$ cat src/rtl/rrarb_pkg.sv
package rrarb_pkg;

    typedef enum logic [1:0] {
        PARK_NONE  = 2'd0,
        PARK_LAST  = 2'd1,
        PARK_FIXED = 2'd2
    } park_mode_e;

    typedef enum logic [1:0] {
        ST_OPEN   = 2'd0,
        ST_SWITCH = 2'd1,
        ST_BUSY   = 2'd2
    } arb_state_e;

    function automatic park_mode_e decode_mode(input logic [1:0] raw);
        case (raw)
            2'd1:    return PARK_LAST;
            2'd2:    return PARK_FIXED;
            default: return PARK_NONE;
        endcase
    endfunction

endpackage

$ cat src/rtl/rr_pick.sv
module rr_pick #(
    parameter int N_MASTERS = 4,
    localparam int IDX_W = (N_MASTERS > 1) ? $clog2(N_MASTERS) : 1
) (
    input  logic [N_MASTERS-1:0] req,
    input  logic [IDX_W-1:0]     start,
    output logic                 valid,
    output logic [IDX_W-1:0]     idx
);
    logic [IDX_W-1:0] cand [N_MASTERS];

    // Candidate index at each offset from the start pointer, wrapped at N.
    for (genvar g = 0; g < N_MASTERS; g++) begin : g_cand
        logic [IDX_W:0] sum;
        assign sum = {1'b0, start} + (IDX_W+1)'(g);
        assign cand[g] = (sum >= (IDX_W+1)'(N_MASTERS))
                       ? IDX_W'(sum - (IDX_W+1)'(N_MASTERS))
                       : IDX_W'(sum);
    end

    always_comb begin
        valid = 1'b0;
        idx   = '0;
        for (int i = N_MASTERS - 1; i >= 0; i--) begin
            if (req[cand[i]]) begin
                valid = 1'b1;
                idx   = cand[i];
            end
        end
    end
endmodule

$ cat src/rtl/park_select.sv
module park_select #(
    parameter int N_MASTERS = 4,
    localparam int IDX_W = (N_MASTERS > 1) ? $clog2(N_MASTERS) : 1
) (
    input  rrarb_pkg::park_mode_e mode,
    input  logic [IDX_W-1:0]      fixed_idx,
    input  logic [IDX_W-1:0]      cur_owner,
    input  logic                  cur_conn,
    output logic [IDX_W-1:0]      nxt_owner,
    output logic                  nxt_conn
);
    import rrarb_pkg::*;

    always_comb begin
        nxt_owner = cur_owner;
        nxt_conn  = cur_conn;
        case (mode)
            PARK_LAST: begin
                nxt_owner = cur_owner;
                nxt_conn  = cur_conn;
            end
            PARK_FIXED: begin
                nxt_owner = fixed_idx;
                nxt_conn  = 1'b1;
            end
            default: begin
                nxt_owner = cur_owner;
                nxt_conn  = 1'b0;
            end
        endcase
    end
endmodule

$ cat src/rtl/slave_rr_arbiter.sv
module slave_rr_arbiter #(
    parameter int N_MASTERS = 4,
    localparam int IDX_W = (N_MASTERS > 1) ? $clog2(N_MASTERS) : 1
) (
    input  logic                 clk,
    input  logic                 rst,
    input  logic [N_MASTERS-1:0] req_i,
    input  logic                 access_done_i,
    input  logic [1:0]           park_mode_i,
    input  logic [IDX_W-1:0]     fixed_master_i,
    output logic [N_MASTERS-1:0] grant_o,
    output logic                 connected_o,
    output logic                 latency_o
);
    import rrarb_pkg::*;

    arb_state_e       state_q, state_d;
    logic [IDX_W-1:0] owner_q, owner_d;
    logic [IDX_W-1:0] target_q, target_d;
    logic [IDX_W-1:0] ptr_q, ptr_d;
    logic             conn_q, conn_d;

    logic             pick_valid;
    logic [IDX_W-1:0] pick_idx;
    logic [IDX_W-1:0] park_owner;
    logic             park_conn;
    logic [IDX_W-1:0] ptr_after_pick;
    park_mode_e       mode;

    assign mode = decode_mode(park_mode_i);

    rr_pick #(.N_MASTERS(N_MASTERS)) u_pick (
        .req   (req_i),
        .start (ptr_q),
        .valid (pick_valid),
        .idx   (pick_idx)
    );

    park_select #(.N_MASTERS(N_MASTERS)) u_park (
        .mode      (mode),
        .fixed_idx (fixed_master_i),
        .cur_owner (owner_q),
        .cur_conn  (conn_q),
        .nxt_owner (park_owner),
        .nxt_conn  (park_conn)
    );

    assign ptr_after_pick = (pick_idx == IDX_W'(N_MASTERS - 1)) ? '0 : pick_idx + 1'b1;

    always_comb begin
        state_d  = state_q;
        owner_d  = owner_q;
        conn_d   = conn_q;
        ptr_d    = ptr_q;
        target_d = target_q;
        case (state_q)
            ST_OPEN: begin
                if (pick_valid) begin
                    ptr_d = ptr_after_pick;
                    if (conn_q && (pick_idx == owner_q)) begin
                        state_d = ST_BUSY;
                    end else begin
                        state_d  = ST_SWITCH;
                        conn_d   = 1'b0;
                        target_d = pick_idx;
                    end
                end else begin
                    owner_d = park_owner;
                    conn_d  = park_conn;
                end
            end
            ST_SWITCH: begin
                state_d = ST_BUSY;
                owner_d = target_q;
                conn_d  = 1'b1;
            end
            ST_BUSY: begin
                if (access_done_i) begin
                    state_d = ST_OPEN;
                    owner_d = park_owner;
                    conn_d  = park_conn;
                end
            end
            default: begin
                state_d = ST_OPEN;
                conn_d  = 1'b0;
            end
        endcase
    end

    always_ff @(posedge clk) begin
        if (rst) begin
            state_q  <= ST_OPEN;
            owner_q  <= '0;
            target_q <= '0;
            ptr_q    <= '0;
            conn_q   <= 1'b0;
        end else begin
            state_q  <= state_d;
            owner_q  <= owner_d;
            target_q <= target_d;
            ptr_q    <= ptr_d;
            conn_q   <= conn_d;
        end
    end

    always_comb begin
        grant_o = '0;
        if (conn_q) grant_o[owner_q] = 1'b1;
    end

    assign connected_o = conn_q;
    assign latency_o   = (state_q == ST_SWITCH);
endmodule

$ cat config.mk
export PLATFORM = sky130hd
export DESIGN_NAME = slave_rr_arbiter
export DESIGN_NICKNAME = d
export VERILOG_FILES = /design/src/rtl/rrarb_pkg.sv /design/src/rtl/rr_pick.sv /design/src/rtl/park_select.sv /design/src/rtl/slave_rr_arbiter.sv
export SDC_FILE = /design/constraint.sdc
export NUM_CORES = 1
export LEC_CHECK = 0
export ABC_AREA = 1
export BUFFER_PORTS_ARGS = -buffer_cell sky130_fd_sc_hd__clkbuf_2
export CAP_MARGIN = 20
export CORE_ASPECT_RATIO = 1.25
export CORE_MARGIN = 2
export CORE_UTILIZATION = 42
export DETAILED_ROUTE_END_ITERATION = 10
export PLACE_DENSITY = 0.69
export REMOVE_ABC_BUFFERS = 1
export SYNTH_ARGS = -nofsm -noshare
export SYNTH_HDL_FRONTEND = slang
export SYNTH_SLANG_ARGS = --single-unit
$ cat constraint.sdc
create_clock -name clk -period 1.65 [get_ports clk]
set_clock_uncertainty 0.05 [all_clocks]
set_input_delay 0.33 -clock clk [delete_from_list [all_inputs] [get_ports clk]]
set_output_delay 0.33 -clock clk [all_outputs]
set_load 0.01 [all_outputs]
# After elaboration in Yosys (flattened, before gate mapping)

Index checks and enable logic that the tools add are counted.

Bitwise operators: 1
Add/subtract/negate cells: 8
Equality and inequality tests: 12
Reduce and logical (&&, ||, !) cells: 9
Order comparisons: 10
Mux-type cells: 38

Operator list:

| operator              | number |
|---|---|
| $mux W2               | 15 |
| $lt A2 B3 Y1 const B  | 5 |
| $mux W1               | 12 |
| $pmux W2 S3           | 2 |
| $ge A3 B3 Y1 const B  | 3 |
| $bmux W1 S2           | 4 |
| $eq A2 B2 Y1 const B  | 4 |
| $sub A2 B1 Y2 const B | 4 |
| $add A2 B2 Y3 const B | 2 |
| $eq A2 B1 Y1 const B  | 3 |
| $ne A2 B2 Y1 const B  | 3 |
| $reduce_and A2 Y1     | 3 |
| $reduce_and A3 Y1     | 2 |
| $mux W4               | 1 |
| $pmux W2 S2           | 1 |
| $add A2 B1 Y3 const B | 1 |
| $ge A2 B3 Y1 const B  | 1 |
| $ne A3 B3 Y1 const B  | 1 |
| $pmux W1 S3           | 1 |
| $reduce_bool A3 Y1    | 1 |
| $add A2 B1 Y2 const B | 1 |
| $demux W1 S2          | 1 |
| $eq A2 B2 Y1          | 1 |
| $ge A2 B1 Y1 const B  | 1 |
| other kinds (4)       | 5 |

Output and inout bits: 6
Input port bits: 11
Register bits: 9
Word-level logic and storage cells: 83

# Depth between registers and ports, before layout

Word-level depth: 14
Mapped depth: 19
Gate-level depth less buffers: 17

# By module

Synthesis repeated with hierarchy kept, for this count alone.

Cell total of the unflattened synthesis: 138
Area, all modules: 775.7 µm²

By module, submodules not included:

| module           | instances | area an instance (µm²) | cells an instance | sequential area each (µm²) |
|---|---|---|---|---|
| slave_rr_arbiter | 1         | 491.7                  | 79                | 180.2 |
| rr_pick          | 1         | 212.7                  | 46                | 0.0 |
| park_select      | 1         | 71.3                   | 13                | 0.0 |

# Least setup slack after synthesis

No wires, ideal clock.

Kind: reg-to-reg
From: reg ptr_q[0]
To: reg target_q[1]
Arrival: 1.525 ns
Clock period less this slack: 1.690 ns
Required time: 1.486 ns
Buffers on the path: 2
Stages on the path, launching flop included: 20
Path slack: -0.040 ns
Setup time: 0.114 ns
Cells stage by stage: dfxtp_1 > buf_6 > inv_6 > buf_12 > nand2_2 > nand2_2 > nand2_2 > nand2_2 > inv_2 > nand2_2 > nand2_2 > nand2_2 > nand3_2 > nand2_1 > nor2_2 > nand2_1 > nand2_2 > nand2_1 > nand2_1 > nor2_2

Word-level cells in the longest chain between the ends: 13
Elaborated cells on any way between the ends: 35
Those cells by class: add/sub (7); order compare (4); eq/ne (1); mux (20); bitwise (1); reduce/logical (2)

RTL lines:

| what                                          | line                         | source |
|---|---|---|
| start: declaration                            | slave_rr_arbiter.sv:20       | `logic [IDX_W-1:0] ptr_q, ptr_d;` |
| start signal: assignment                      | slave_rr_arbiter.sv:102      | `ptr_q <= ptr_d;` |
| $add A2 B2 Y3                                 | rr_pick.sv:15                | `assign sum = {1'b0, start} + (IDX_W+1)'(g);` |
| $ge A3 B3 Y1 or $sub A2 B1 Y2 (tied branches) | rr_pick.sv:16, rr_pick.sv:17 |  |
| $mux W2                                       | rr_pick.sv:17                | `? IDX_W'(sum - (IDX_W+1)'(N_MASTERS))` |
| $bmux W1 S2                                   | rr_pick.sv:25                | `if (req[cand[i]]) begin` |
| $mux W1 (implied by the code)                 | rr_pick.sv:25                |  |
| $mux W2 (4 in series)                         | rr_pick.sv:25                |  |
| $eq A2 B2 Y1                                  | slave_rr_arbiter.sv:60       | `if (conn_q && (pick_idx == owner_q)) begin` |
| $logic_and A1 B1 Y1                           | slave_rr_arbiter.sv:60       |  |
| $not A1 Y1 (no line)                          | n/a                          |  |
| $reduce_and A3 Y1 (no line)                   | n/a                          |  |
| end signal: assignment                        | slave_rr_arbiter.sv:101      | `target_q <= target_d;` |
| end: declaration                              | slave_rr_arbiter.sv:19       | `logic [IDX_W-1:0] target_q, target_d;` |

Parallel ways exist; a longest one is shown, timed or not. The select of a mux whose other input is x is not followed.
A chain may end at the register's enable or synchronous reset.

# Worst setup path in the final report

From: reg ptr_q[1]
To: reg target_q[1]

The elaborated chain is that of the path after synthesis.

==> results.py <==
metrics = {
    "flow_run": {
        "cap_violations": 0,
    },
    "synthesis": {
        "yosys_warnings": 0,
        "syn_inst": 135,
        "ys_ff_latch": 9,
        "ys_async_sr_fraction_pct": 0,
        "synth_edf_count": 0,
        "yosys.area.top_type": "dfxtp_1",
        "synthXorXnorAreaFrac_pct": 1.057,
        "yosys-top-cells-area": "dfxtp_1 22%, nand2_1 17%, nand2_2 13%",
        "synth_mux_area_share_pct": 0,
        "yosys.area_share.simple_pct": 47.73,
        "synth.most_common_cell": "nand2_1",
        "synth_top_family_by_area": "simple AND/OR/NAND/NOR gates",
        "yosys-top-cells-count": "38 x nand2_1, 22 x inv_1, 17 x nand2_2",
        "syn_area_um2": 828.3,
        "synthAdderAreaFrac_pct": 3.021,
        "syn_avg_cell_area_um2": 6.136,
        "ys.flop_type": "dfxtp_1",
        "synth-compound-area-share_pct": 11.18,
        "synth.distinct_cells": 23,
        "yosysSeqAreaShare_pct": 21.75,
        "yosysTopAreaCellShare_pct": 21.75,
    },
    "timing": {
        "slew-limit-headroom_pct": 84.16,
        "slew_viol_final": 0,
        "hold_viol_final": 0,
        "setup_violations": 8,
        "fin_setup_tns_ns": -0.7410,
        "grt_setup_unrepaired": "true",
        "period_share_pct": 111.2,
        "worst_slew_pin_slew_ns": 0.2358,
        "max_freq_ghz": 0.5450,
        "min_period_ns": 1.835,
        "fin_hold_ws_ns": 0.2368,
        "setup_ws_ns": -0.1849,
    },
    "critical_path": {
        "path_class": "reg -> reg",
        "critPathTopFamily": "simple AND/OR/NAND/NOR gates",
        "rr_worst_depth": 15,
        "crit_slowest_cell": "dfxtp_4",
        "r2r_start": "ptr_q[1]",
        "cp_max_fo": 4,
        "crit_top_cell": "nand2_4",
        "critical_path_buf_inv_count": 2,
        "slowest_delay_ns": 0.37,
        "worstPathArrival_ns": 1.95,
        "reg2reg_slack_ns": -0.18,
        "cp-start-kind": "flip-flop",
        "r2r-end": "target_q[1]",
        "crit_chain": "buf_4 -> nand2_4 -> nand2_4 -> nand2_4 -> nand2_4 -> inv_2 -> nand2_2 -> nand2_2 -> nand2_2 -> a21oi_2 -> nor2_4 -> nand2_2 -> nand2_4 -> a21oi_1 -> nor2_2",
        "end_kind": "flip-flop",
        "crit_required_ns": 1.76,
    },
    "cts": {
        "tritoncts": "built",
        "clock_latency_ns": 0.28,
        "htree_levels": 1,
        "cts_buffers": 3,
        "clkTransAtPathRegs_ns": 0.08,
        "cts_buffer_depth": 2,
        "cts_hold_buf": 0,
        "root_buffer": "clkbuf_4",
        "clock_sinks": 9,
    },
    "die": {
        "num_io_pins": 17,
        "die_x_um": 43.72,
        "die_area_um2": 2346,
        "initial_core_util_pct": 45.81,
        "core_area_um2": 1808,
        "rows": 17,
        "die_h_um": 53.65,
    },
    "global_routing": {
        "antenna_found_initial": 0,
        "met3_usage_pct": 3.020,
        "grt_pass1_vias": 926,
        "overflow": 0,
        "grt_max_degree": 9,
        "grt_pass1_wl_um": 3767,
        "grtUsageMet2_pct": 42.40,
        "grt_use_total_pct": 21.71,
        "busiest_layer": "met2",
        "met1_usage_pct": 22.11,
    },
    "pwr": {
        "p_comb_share_pct": 76.2,
        "p_seq_share_pct": 16.7,
        "clkPwrFrac_pct": 7.1,
        "p_leak_nw": 0.6553,
        "ir_drop_mv": 1.336,
        "netSwitchingFraction_pct": 51.01,
        "p_int_mw": 1.314,
        "switching_power_mw": 1.368,
        "power_mw": 2.682,
        "powerDensity_nw_per_um2": 2228,
    },
    "hold_path": {
        "hp-class": "in -> reg",
        "min_delay_worst_endpoint": "state_q[0]",
        "min-delay-start": "rst",
        "holdPathStages": 2,
    },
    "layout": {
        "diodes": 0,
        "drive_gt1_share_pct": 48.84,
        "n_fill_cell": 152,
        "register_area_um2": 188.9,
        "fin_area_um2": 1204,
        "utilization_pct": 66.57,
        "synthToLayoutAreaGrowth_pct": 45.32,
        "nets": 186,
        "multiInputGateArea_um2": 629.4,
    },
    "detailed_routing": {
        "num_vias": 1001,
        "avgViaCountPerCell": 5.241,
        "ant_nets": 0,
        "route.detailed.drc": 0,
        "drt-initial-drc-count": 28,
        "wl_per_cell_um": 12.83,
        "wl_um": 2451,
        "drt_pre_antenna_iters": 5,
    },
    "run_status": {
        "violations": "negative setup slack",
        "status": "finished with violations",
    },
    "placement": {
        "place_area_um2": 1026,
        "portBuffers": 16,
        "dp_hpwl_um": 1666,
        "gp_congestion": 0.8387,
    },
}
-- stage by stage --
| stage | instances | worst slack (ns) |
|---|---|---|
| 2_1_floorplan | 133 | -0.06128 |
| 3_5_place_dp | 183 | -0.1970 |
| 5_1_grt | 191 | -0.2691 |
| 6_report | 191 | -0.1849 |
| 4_1_cts | 192 | -0.1395 |
| 3_3_place_gp | 183 | -0.1167 |
-- cell families after synthesis --
| logic type | after synthesis |
|---|---|
| flip-flops | 9 |
| XOR/XNOR | 1 |
| AND/OR/NAND/NOR | 80 |
| buffers and inverters | 26 |
| AO/OA/AOI/OAI | 17 |
| adder cells (fa/ha/maj) | 2 |
-- flip-flops by register name (all words and copies together) (netlist names) --
| name | cells |
|---|---|
| state_q | 2 |
| target_q | 2 |
| connected_o | 1 |
| ptr_q | 2 |
| owner_q | 2 |
-- area by class of cell --
cell class              instances  share of cell area, %
multi-input cells             100                  52.29
repair buffers                 35                  19.13
well taps                      19                  1.975
clock buffers                   4                  2.183
inverters                      24                  8.732
flip-flops and latches          9                  15.70
-- timing repair --
action                     in CTS  in global routing
setup buffers                   5                  0
resized for setup              23                 20
setup endpoints to repair       9                 11
pin swaps                      13                 13
-- power groups by stage --
stage	combinational, mW	sequential, mW	clock, mW
3_3_place_gp	1.57	0.393	0
3_5_place_dp	1.61	0.397	0
5_1_grt	2.20	0.462	0.202
4_1_cts	1.89	0.399	0.181
2_1_floorplan	0.982	0.399	0
6_report	2.04	0.449	0.190
-- routing by layer --
layer / vias to the layer above / share of wire, %
li1: 496 / -
met5: - / 0
met4: 0 / 3.1
met1: 462 / 37
met3: 11 / 3.4
met2: 32 / 56
-- cells in the final DEF (no fill, tap or decap), types with 2 or more instances in the layout --
| cell type | count |
|---|---|
| buf_4 | 17 |
| dfxtp_1 | 6 |
| nand2_2 | 15 |
| clkbuf_2 | 16 |
| o21ai_1 | 2 |
| inv_2 | 4 |
| nor3_1 | 4 |
| nand3_2 | 4 |
| clkbuf_4 | 3 |
| ha_1 | 2 |
| nand3_1 | 6 |
| nor2_1 | 5 |
| o21ai_0 | 3 |
| a21oi_1 | 7 |
| buf_6 | 2 |
| nand2_1 | 29 |
| dfxtp_4 | 2 |
| nand2_4 | 12 |
| inv_1 | 18 |
| a21oi_2 | 2 |
-- worst max path at each step --
stage | start | end | slack [ns] | depth (start not counted)
after global placement | ptr_q[0] | target_q[1] | -0.12 | 17
after CTS | ptr_q[0] | target_q[1] | -0.14 | 16
after detailed placement | ptr_q[0] | target_q[1] | -0.20 | 17
after floorplan | ptr_q[0] | target_q[1] | -0.06 | 17
after global routing | ptr_q[0] | target_q[1] | -0.27 | 13
final | ptr_q[1] | target_q[1] | -0.18 | 15
No activity file was read; power rests on OpenSTA's default activity.
